**src/rtl/fetch_seq_pkg.sv**
```systemverilog
package fetch_seq_pkg;

    typedef enum logic [1:0] {
        RG_SFR,
        RG_REG,
        RG_LUT,
        RG_HUB
    } region_t;

    typedef enum logic [2:0] {
        ST_ISSUE,
        ST_LREQ,
        ST_LDATA,
        ST_HWAIT,
        ST_HALT
    } fstate_t;

endpackage

```
**src/rtl/fetch_region_decode.sv**
```systemverilog
module fetch_region_decode
    import fetch_seq_pkg::*;
#(
    parameter int PC_W    = 20,
    parameter int IDX_W   = 9,
    parameter int SFR_CNT = 8
) (
    input  logic [PC_W-1:0]  pc,
    output region_t          rgn,
    output logic [IDX_W-1:0] idx,
    output logic             at_top
);
    localparam int LW          = IDX_W + 1;
    localparam int LOCAL_BYTES = 4 * (2 ** LW);

    logic [LW-1:0] word;
    logic          is_local;

    assign word     = pc[LW+1:2];
    assign is_local = (pc < PC_W'(LOCAL_BYTES));
    assign idx      = word[IDX_W-1:0];
    assign at_top   = &word;

    always_comb begin
        if (!is_local)
            rgn = RG_HUB;
        else if (word < LW'(SFR_CNT))
            rgn = RG_SFR;
        else if (word[LW-1])
            rgn = RG_LUT;
        else
            rgn = RG_REG;
    end

endmodule

```
**src/rtl/fetch_branch_check.sv**
```systemverilog
module fetch_branch_check #(
    parameter int PC_W  = 20,
    parameter int IDX_W = 9
) (
    input  logic [PC_W-1:0] target,
    output logic            bad
);
    localparam int LOCAL_BYTES = 4 * (2 ** (IDX_W + 1));

    assign bad = (target < PC_W'(LOCAL_BYTES)) && (target[1:0] != 2'b00);

endmodule

```
**src/rtl/fetch_seq.sv**
```systemverilog
module fetch_seq
    import fetch_seq_pkg::*;
#(
    parameter int          PC_W     = 20,
    parameter int          IDX_W    = 9,
    parameter int          DATA_W   = 32,
    parameter int          SFR_CNT  = 8,
    parameter int unsigned RESET_PC = 'h01000
) (
    input  logic              clk,
    input  logic              rst_n,
    input  logic              br_valid,
    input  logic [PC_W-1:0]   br_target,
    output logic              reg_req,
    output logic              lut_req,
    output logic [IDX_W-1:0]  loc_idx,
    input  logic [DATA_W-1:0] reg_rdata,
    input  logic [DATA_W-1:0] lut_rdata,
    output logic              hub_req,
    output logic [PC_W-1:0]   hub_addr,
    input  logic              hub_valid,
    input  logic [DATA_W-1:0] hub_rdata,
    output logic              instr_valid,
    output logic [DATA_W-1:0] instr,
    output logic [PC_W-1:0]   instr_pc,
    output logic              err_sfr,
    output logic              err_bound,
    output logic              err_misalign
);
    localparam logic [PC_W-1:0] STEP = PC_W'(4);

    fstate_t          state, nxt;
    logic [PC_W-1:0]  pc;
    region_t          rgn;
    logic [IDX_W-1:0] idx;
    logic             at_top;
    logic             tgt_bad;
    logic             br_take;

    fetch_region_decode #(.PC_W(PC_W), .IDX_W(IDX_W), .SFR_CNT(SFR_CNT)) u_dec (
        .pc     (pc),
        .rgn    (rgn),
        .idx    (idx),
        .at_top (at_top)
    );

    fetch_branch_check #(.PC_W(PC_W), .IDX_W(IDX_W)) u_bchk (
        .target (br_target),
        .bad    (tgt_bad)
    );

    assign br_take = br_valid && !tgt_bad;

    // state register
    always_ff @(posedge clk) begin
        if (!rst_n) state <= ST_ISSUE;
        else        state <= nxt;
    end

    // transitions
    always_comb begin
        nxt = state;
        if (br_take) begin
            nxt = ST_ISSUE;
        end else begin
            unique case (state)
                ST_ISSUE: begin
                    if (rgn == RG_SFR)      nxt = ST_HALT;
                    else if (rgn == RG_HUB) nxt = ST_HWAIT;
                    else                    nxt = ST_LREQ;
                end
                ST_LREQ:  nxt = ST_LDATA;
                ST_LDATA: nxt = at_top ? ST_HALT : ST_ISSUE;
                ST_HWAIT: nxt = hub_valid ? ST_ISSUE : ST_HWAIT;
                ST_HALT:  nxt = ST_HALT;
                default:  nxt = ST_HALT;
            endcase
        end
    end

    // outputs and program counter
    always_ff @(posedge clk) begin
        if (!rst_n) begin
            pc           <= PC_W'(RESET_PC);
            reg_req      <= 1'b0;
            lut_req      <= 1'b0;
            hub_req      <= 1'b0;
            loc_idx      <= '0;
            hub_addr     <= '0;
            instr_valid  <= 1'b0;
            instr        <= '0;
            instr_pc     <= '0;
            err_sfr      <= 1'b0;
            err_bound    <= 1'b0;
            err_misalign <= 1'b0;
        end else begin
            instr_valid <= 1'b0;
            if (br_take) begin
                pc           <= br_target;
                reg_req      <= 1'b0;
                lut_req      <= 1'b0;
                hub_req      <= 1'b0;
                err_sfr      <= 1'b0;
                err_bound    <= 1'b0;
                err_misalign <= 1'b0;
            end else begin
                if (br_valid) err_misalign <= 1'b1;
                unique case (state)
                    ST_ISSUE: begin
                        unique case (rgn)
                            RG_SFR: err_sfr <= 1'b1;
                            RG_REG: begin
                                reg_req <= 1'b1;
                                loc_idx <= idx;
                            end
                            RG_LUT: begin
                                lut_req <= 1'b1;
                                loc_idx <= idx;
                            end
                            RG_HUB: begin
                                hub_req  <= 1'b1;
                                hub_addr <= pc;
                            end
                            default: err_sfr <= 1'b1;
                        endcase
                    end
                    ST_LREQ: begin
                        reg_req <= 1'b0;
                        lut_req <= 1'b0;
                    end
                    ST_LDATA: begin
                        instr       <= (rgn == RG_LUT) ? lut_rdata : reg_rdata;
                        instr_valid <= 1'b1;
                        instr_pc    <= pc;
                        if (at_top) err_bound <= 1'b1;
                        else        pc        <= pc + STEP;
                    end
                    ST_HWAIT: begin
                        if (hub_valid) begin
                            hub_req     <= 1'b0;
                            instr       <= hub_rdata;
                            instr_valid <= 1'b1;
                            instr_pc    <= pc;
                            pc          <= pc + STEP;
                        end
                    end
                    ST_HALT: ;
                    default: ;
                endcase
            end
        end
    end

endmodule

```
**config.mk**
```make
export PLATFORM = sky130hd
export DESIGN_NAME = fetch_seq
export DESIGN_NICKNAME = d
export VERILOG_FILES = /design/src/rtl/fetch_seq_pkg.sv /design/src/rtl/fetch_region_decode.sv /design/src/rtl/fetch_branch_check.sv /design/src/rtl/fetch_seq.sv
export SDC_FILE = /design/constraint.sdc
export NUM_CORES = 1
export LEC_CHECK = 0
export ABC_AREA = 0
export ABC_CLOCK_PERIOD_IN_PS = 2200
export BUFFER_PORTS_ARGS = -buffer_cell sky130_fd_sc_hd__buf_2
export CORE_MARGIN = 2
export CORE_UTILIZATION = 23
export CTS_CLUSTER_SIZE = 16
export DETAILED_ROUTE_END_ITERATION = 7
export PLACE_DENSITY = 0.51
export SYNTH_ARGS = -nofsm -noshare
export SYNTH_HDL_FRONTEND = slang
export SYNTH_SLANG_ARGS = --single-unit
```
**constraint.sdc**
```tcl
create_clock -name clk -period 2.2 [get_ports clk]
set_clock_uncertainty 0.15 [all_clocks]
set_input_delay 0.22 -clock clk [delete_from_list [all_inputs] [get_ports clk]]
set_output_delay 0.22 -clock clk [all_outputs]
set_load 0.05 [all_outputs]
```
==> results by stage <==
Timing:
- For the pin with the worst max-slew slack, the measured transition is 543 ps.
- The highest attainable clock frequency is 0.464 GHz.
- In the finished design, the share of the clock period the worst path needs comes to 0.981.
- The worst hold-check slack is 20.7 ps.
- Setup repair after global routing could not meet its margin everywhere.
- The worst relative slew slack is 0.638.
- The post-route setup TNS is 0 ps.
- Setup violations remaining at the end of the flow were counted as 0.
- The final critical delay including setup and external delays is 2160 ps.
- The number of failing hold endpoints at the final stage is 0.
- The number of pins exceeding their max-slew limit in the final report is 0.

Logic synthesis:
- The post-synthesis net count is 693.
- In this run the mean area of a mapped cell was 9.11 um2.
- After synthesis, the most frequently instantiated cells are sky130_fd_sc_hd__dfxtp_1 (111), sky130_fd_sc_hd__nand2_1 (62), sky130_fd_sc_hd__mux2i_1 (61), sky130_fd_sc_hd__o21ai_0 (49), sky130_fd_sc_hd__a211oi_1 (33).
- In this run, synthesis produced a sequential element count of 111.
- The synthesis warning total is 0.
- By area the synthesized netlist is led by sky130_fd_sc_hd__dfxtp_1 (43%), sky130_fd_sc_hd__mux2i_1 (12%), sky130_fd_sc_hd__a211oi_1 (4.8%).
- The share of the yosys chip area belonging to registers is 0.427.
- Summed over all instances, the cell type with the most area after synthesis is sky130_fd_sc_hd__dfxtp_1.
- The area share of the largest cell type after synthesis is 0.427.
- The main flop type after synthesis is sky130_fd_sc_hd__dfxtp_1.
- The count of unique library cells instantiated by Yosys is 45.
- In the post-synthesis netlist, the cell with the most instances is sky130_fd_sc_hd__dfxtp_1.
- In the synthesized netlist the async set-or-reset flop fraction comes to 0.
- The mapped netlist covers 5210 um2.
- The number of cells produced by synthesis is 572.
- The number of synthesized flops with an enable pin is 0.

Detailed routing:
- The routed wirelength normalized by instance count is 15.7 um.
- The number of violations reported at the end of detailed-routing iteration 0 is 214.
- The detailed-route DRC error count is 0.
- The number of search-and-repair iterations in the first detailed-routing pass is 4.
- The residual antenna-violating net count after detailed routing is 0.
- Wires add up to 17200 um.
- Detailed routing inserted a total of 5034 vias.
- The detail-routed via count per cell is 4.59.

Global routing:
- The first global-routing pass estimated 26600 um of wire.
- The aggregate global-route resource usage is 0.141.
- Entering global routing, the biggest net connects 57 pins.
- The via count of the first global-routing pass came to 4848.
- For this run the aggregate overflow at the end of global routing stands at 0.
- The number of antenna violations at the first check in global routing is 0.

Power:
- The total net switching power is 1.40 mW.
- Of the total power, combinational logic draws 0.181.
- The part of the power in the clock network is 0.360.
- In this run the power density over the cells is 634 nW/um2.
- In this run the static leakage power is 3.18 nW.
- Of the total power, the share spent switching nets is 0.301.
- Internal power comes to 3.25 mW.
- The highest ir drop seen on vdd is 0.282 mV.
- The power consumption is 4.65 mW.
- Of the total power, registers draw 0.459.

Final layout:
- The total number of nets in the final design is 928.
- The number of antenna cells inserted is 0.
- The final standard cell utilization of the core is 0.327.
- Compared with the post-synthesis result, the final layout area differs by 40.8%.
- Of the cells placed in the final design, the portion with a size suffix greater than 1 is 0.406.
- The total of fill cells in the finished design is 2400.

Placed design:
- The post-detailed-placement half-perimeter wirelength is 12800 um.
- The count of input and output buffers is 207.
- At the end of routability-driven placement, the weighted congestion stood at 0.828.

CTS:
- Clock-pin slew was measured on the worst setup and hold paths at 80 ps.
- The CTS sink count is 111.
- TritonCTS created 9 clock buffers.
- The H-tree was split into 3 levels.
- The buffer levels on the longest clock path is 2.
- The CTS tree is built.
- The insertion delay to the later sink of the worst-skew pair is 350 ps.
- The clock root buffer is sky130_fd_sc_hd__clkbuf_16.

Floorplanning:
- The core footprint is 22400 um2.
- Row generation in the floorplan step produced 55 rows.
- The floorplan step set the die height to 154 um.
- The starting density of the core is 0.232.
- The area of the die is 23900 um2.
- Pin placement for this block handled 208 I/O pins.
- The die width is 154 um.

Critical path:
- STA classifies the critical path startpoint as a register.
- The data required time of the critical path is 2300 ps.
- The critical path class is register to register.
- At the worst endpoint, the arrival time is 2260 ps.
- The nature of the critical path endpoint is a register.
- The number of cells on the worst reg-to-reg path is 6.
- The maximum fanout encountered on the critical timing path is 9.

Status:
- The flow ran to the end, and the final reports show no timing, DRC or antenna violations.

Run:
- The max-cap check violation count is 0.

Worst hold path:
- The path class of the tightest hold or removal check is input port to register.
- The cell depth of the worst hold path is 3.
worst max-delay path, stage by stage, from the launching register on:
cell and delay [ps]:
sky130_fd_sc_hd__dfxtp_2 330, sky130_fd_sc_hd__or4_4 550, sky130_fd_sc_hd__or3_4 380, sky130_fd_sc_hd__o2111ai_4 220
sky130_fd_sc_hd__buf_12 180, sky130_fd_sc_hd__mux2i_1 190, sky130_fd_sc_hd__nor2b_1 60
flip-flops by register name, summed over array words and instances (netlist names), 3 cells and up:
name      flops
hub_addr     20
instr        32
instr_pc     20
loc_idx       9
pc           20
state         3
stage by stage:
| step | area, um2 | std cells | setup slack, ps |
|---|---|---|---|
| after detailed placement | 6900 | 1072 | -143 |
| after global placement | 6900 | 1072 | -151 |
| after floorplan | 5210 | 572 | 78.9 |
| after global routing | 7330 | 1097 | -39.2 |
| after CTS | 7300 | 1096 | 32.0 |
| final | 7330 | 1097 | 42.5 |
metal layers:
| layer | part of all wire | wire length, um | vias to the layer above | GRT usage |
|---|---|---|---|---|
| met1 | 0.47 | 8150 | 2302 | 0.185 |
| met2 | 0.44 | 7650 | 174 | 0.226 |
| met3 | 0.060 | 1030 | 23 | 0.0336 |
| met5 | 0 | 0 | - | 0 |
| met4 | 0.022 | 376 | 0 | 0.0520 |
| li1 | - | - | 2535 | - |
path summary, 6_finish.rpt:
kind,to,startpoint,slack [ps]
worst max-delay path,loc_idx[0],pc[5],40
worst min-delay path,pc[6],br_target[6],20
worst max register to register,loc_idx[0],pc[5],40
worst min register to register,instr_pc[13],instr_pc[13],300
layout by cell type (no fill, tap or decap), types with 9 or more instances in the layout:
cell,netlist,routed
sky130_fd_sc_hd__a21boi_0,9,9
sky130_fd_sc_hd__a21boi_1,16,16
sky130_fd_sc_hd__clkbuf_16,0,9
sky130_fd_sc_hd__a31o_2,26,26
sky130_fd_sc_hd__a211oi_1,33,33
sky130_fd_sc_hd__nand3_1,11,11
sky130_fd_sc_hd__nand2_1,62,60
sky130_fd_sc_hd__nor2b_1,29,29
sky130_fd_sc_hd__nor2_1,18,18
sky130_fd_sc_hd__o21ai_0,49,49
sky130_fd_sc_hd__nor3_1,9,9
sky130_fd_sc_hd__buf_4,3,59
sky130_fd_sc_hd__a21oi_1,14,14
sky130_fd_sc_hd__xnor2_1,11,11
sky130_fd_sc_hd__buf_2,16,206
sky130_fd_sc_hd__mux2i_1,61,60
sky130_fd_sc_hd__dfxtp_1,111,110
cell type report:
| class | count | area (um2) | share of cell area |
|---|---|---|---|
| Multi-Input combinational cell | 403 | 2750 | 0.375 |
| Clock buffer | 10 | 239 | 0.0326 |
| Timing Repair Buffer | 280 | 1690 | 0.231 |
| Tap cell | 285 | 357 | 0.0486 |
| Clock inverter | 6 | 61.3 | 0.00836 |
| Sequential cell | 111 | 2220 | 0.303 |
| Inverter | 2 | 7.51 | 0.00102 |
what timing repair did:
action | in CTS | in global routing
setup buffers | 0 | 1
cloned | 0 | 0
endpoints found under the setup margin | 9 | 19
pin swaps | 0 | 1
endpoints found under the hold margin | 8 | 0
hold buffers | 8 | 0
gates resized for setup | 3 | 5
power by group through the flow:
stage                     combinational (mW)  clock [mW]  sequential (mW)
after floorplan                        0.315           0             2.34
after global placement                 0.824           0             2.18
after detailed placement               0.824           0             2.18
after CTS                              0.843        1.76             2.13
after global routing                   0.905        1.83             2.15
final                                  0.841        1.67             2.14
cells by family after synthesis:
family / synth area share
AO/OA/AOI/OAI: 0.221
XOR/XNOR: 0.0235
multiplexers: 0.117
flip-flops: 0.427
adder cells (fa/ha/maj): 0.00240
buffers and inverters: 0.0564
AND/OR/NAND/NOR: 0.153
(Power assumes the default switching activity.)
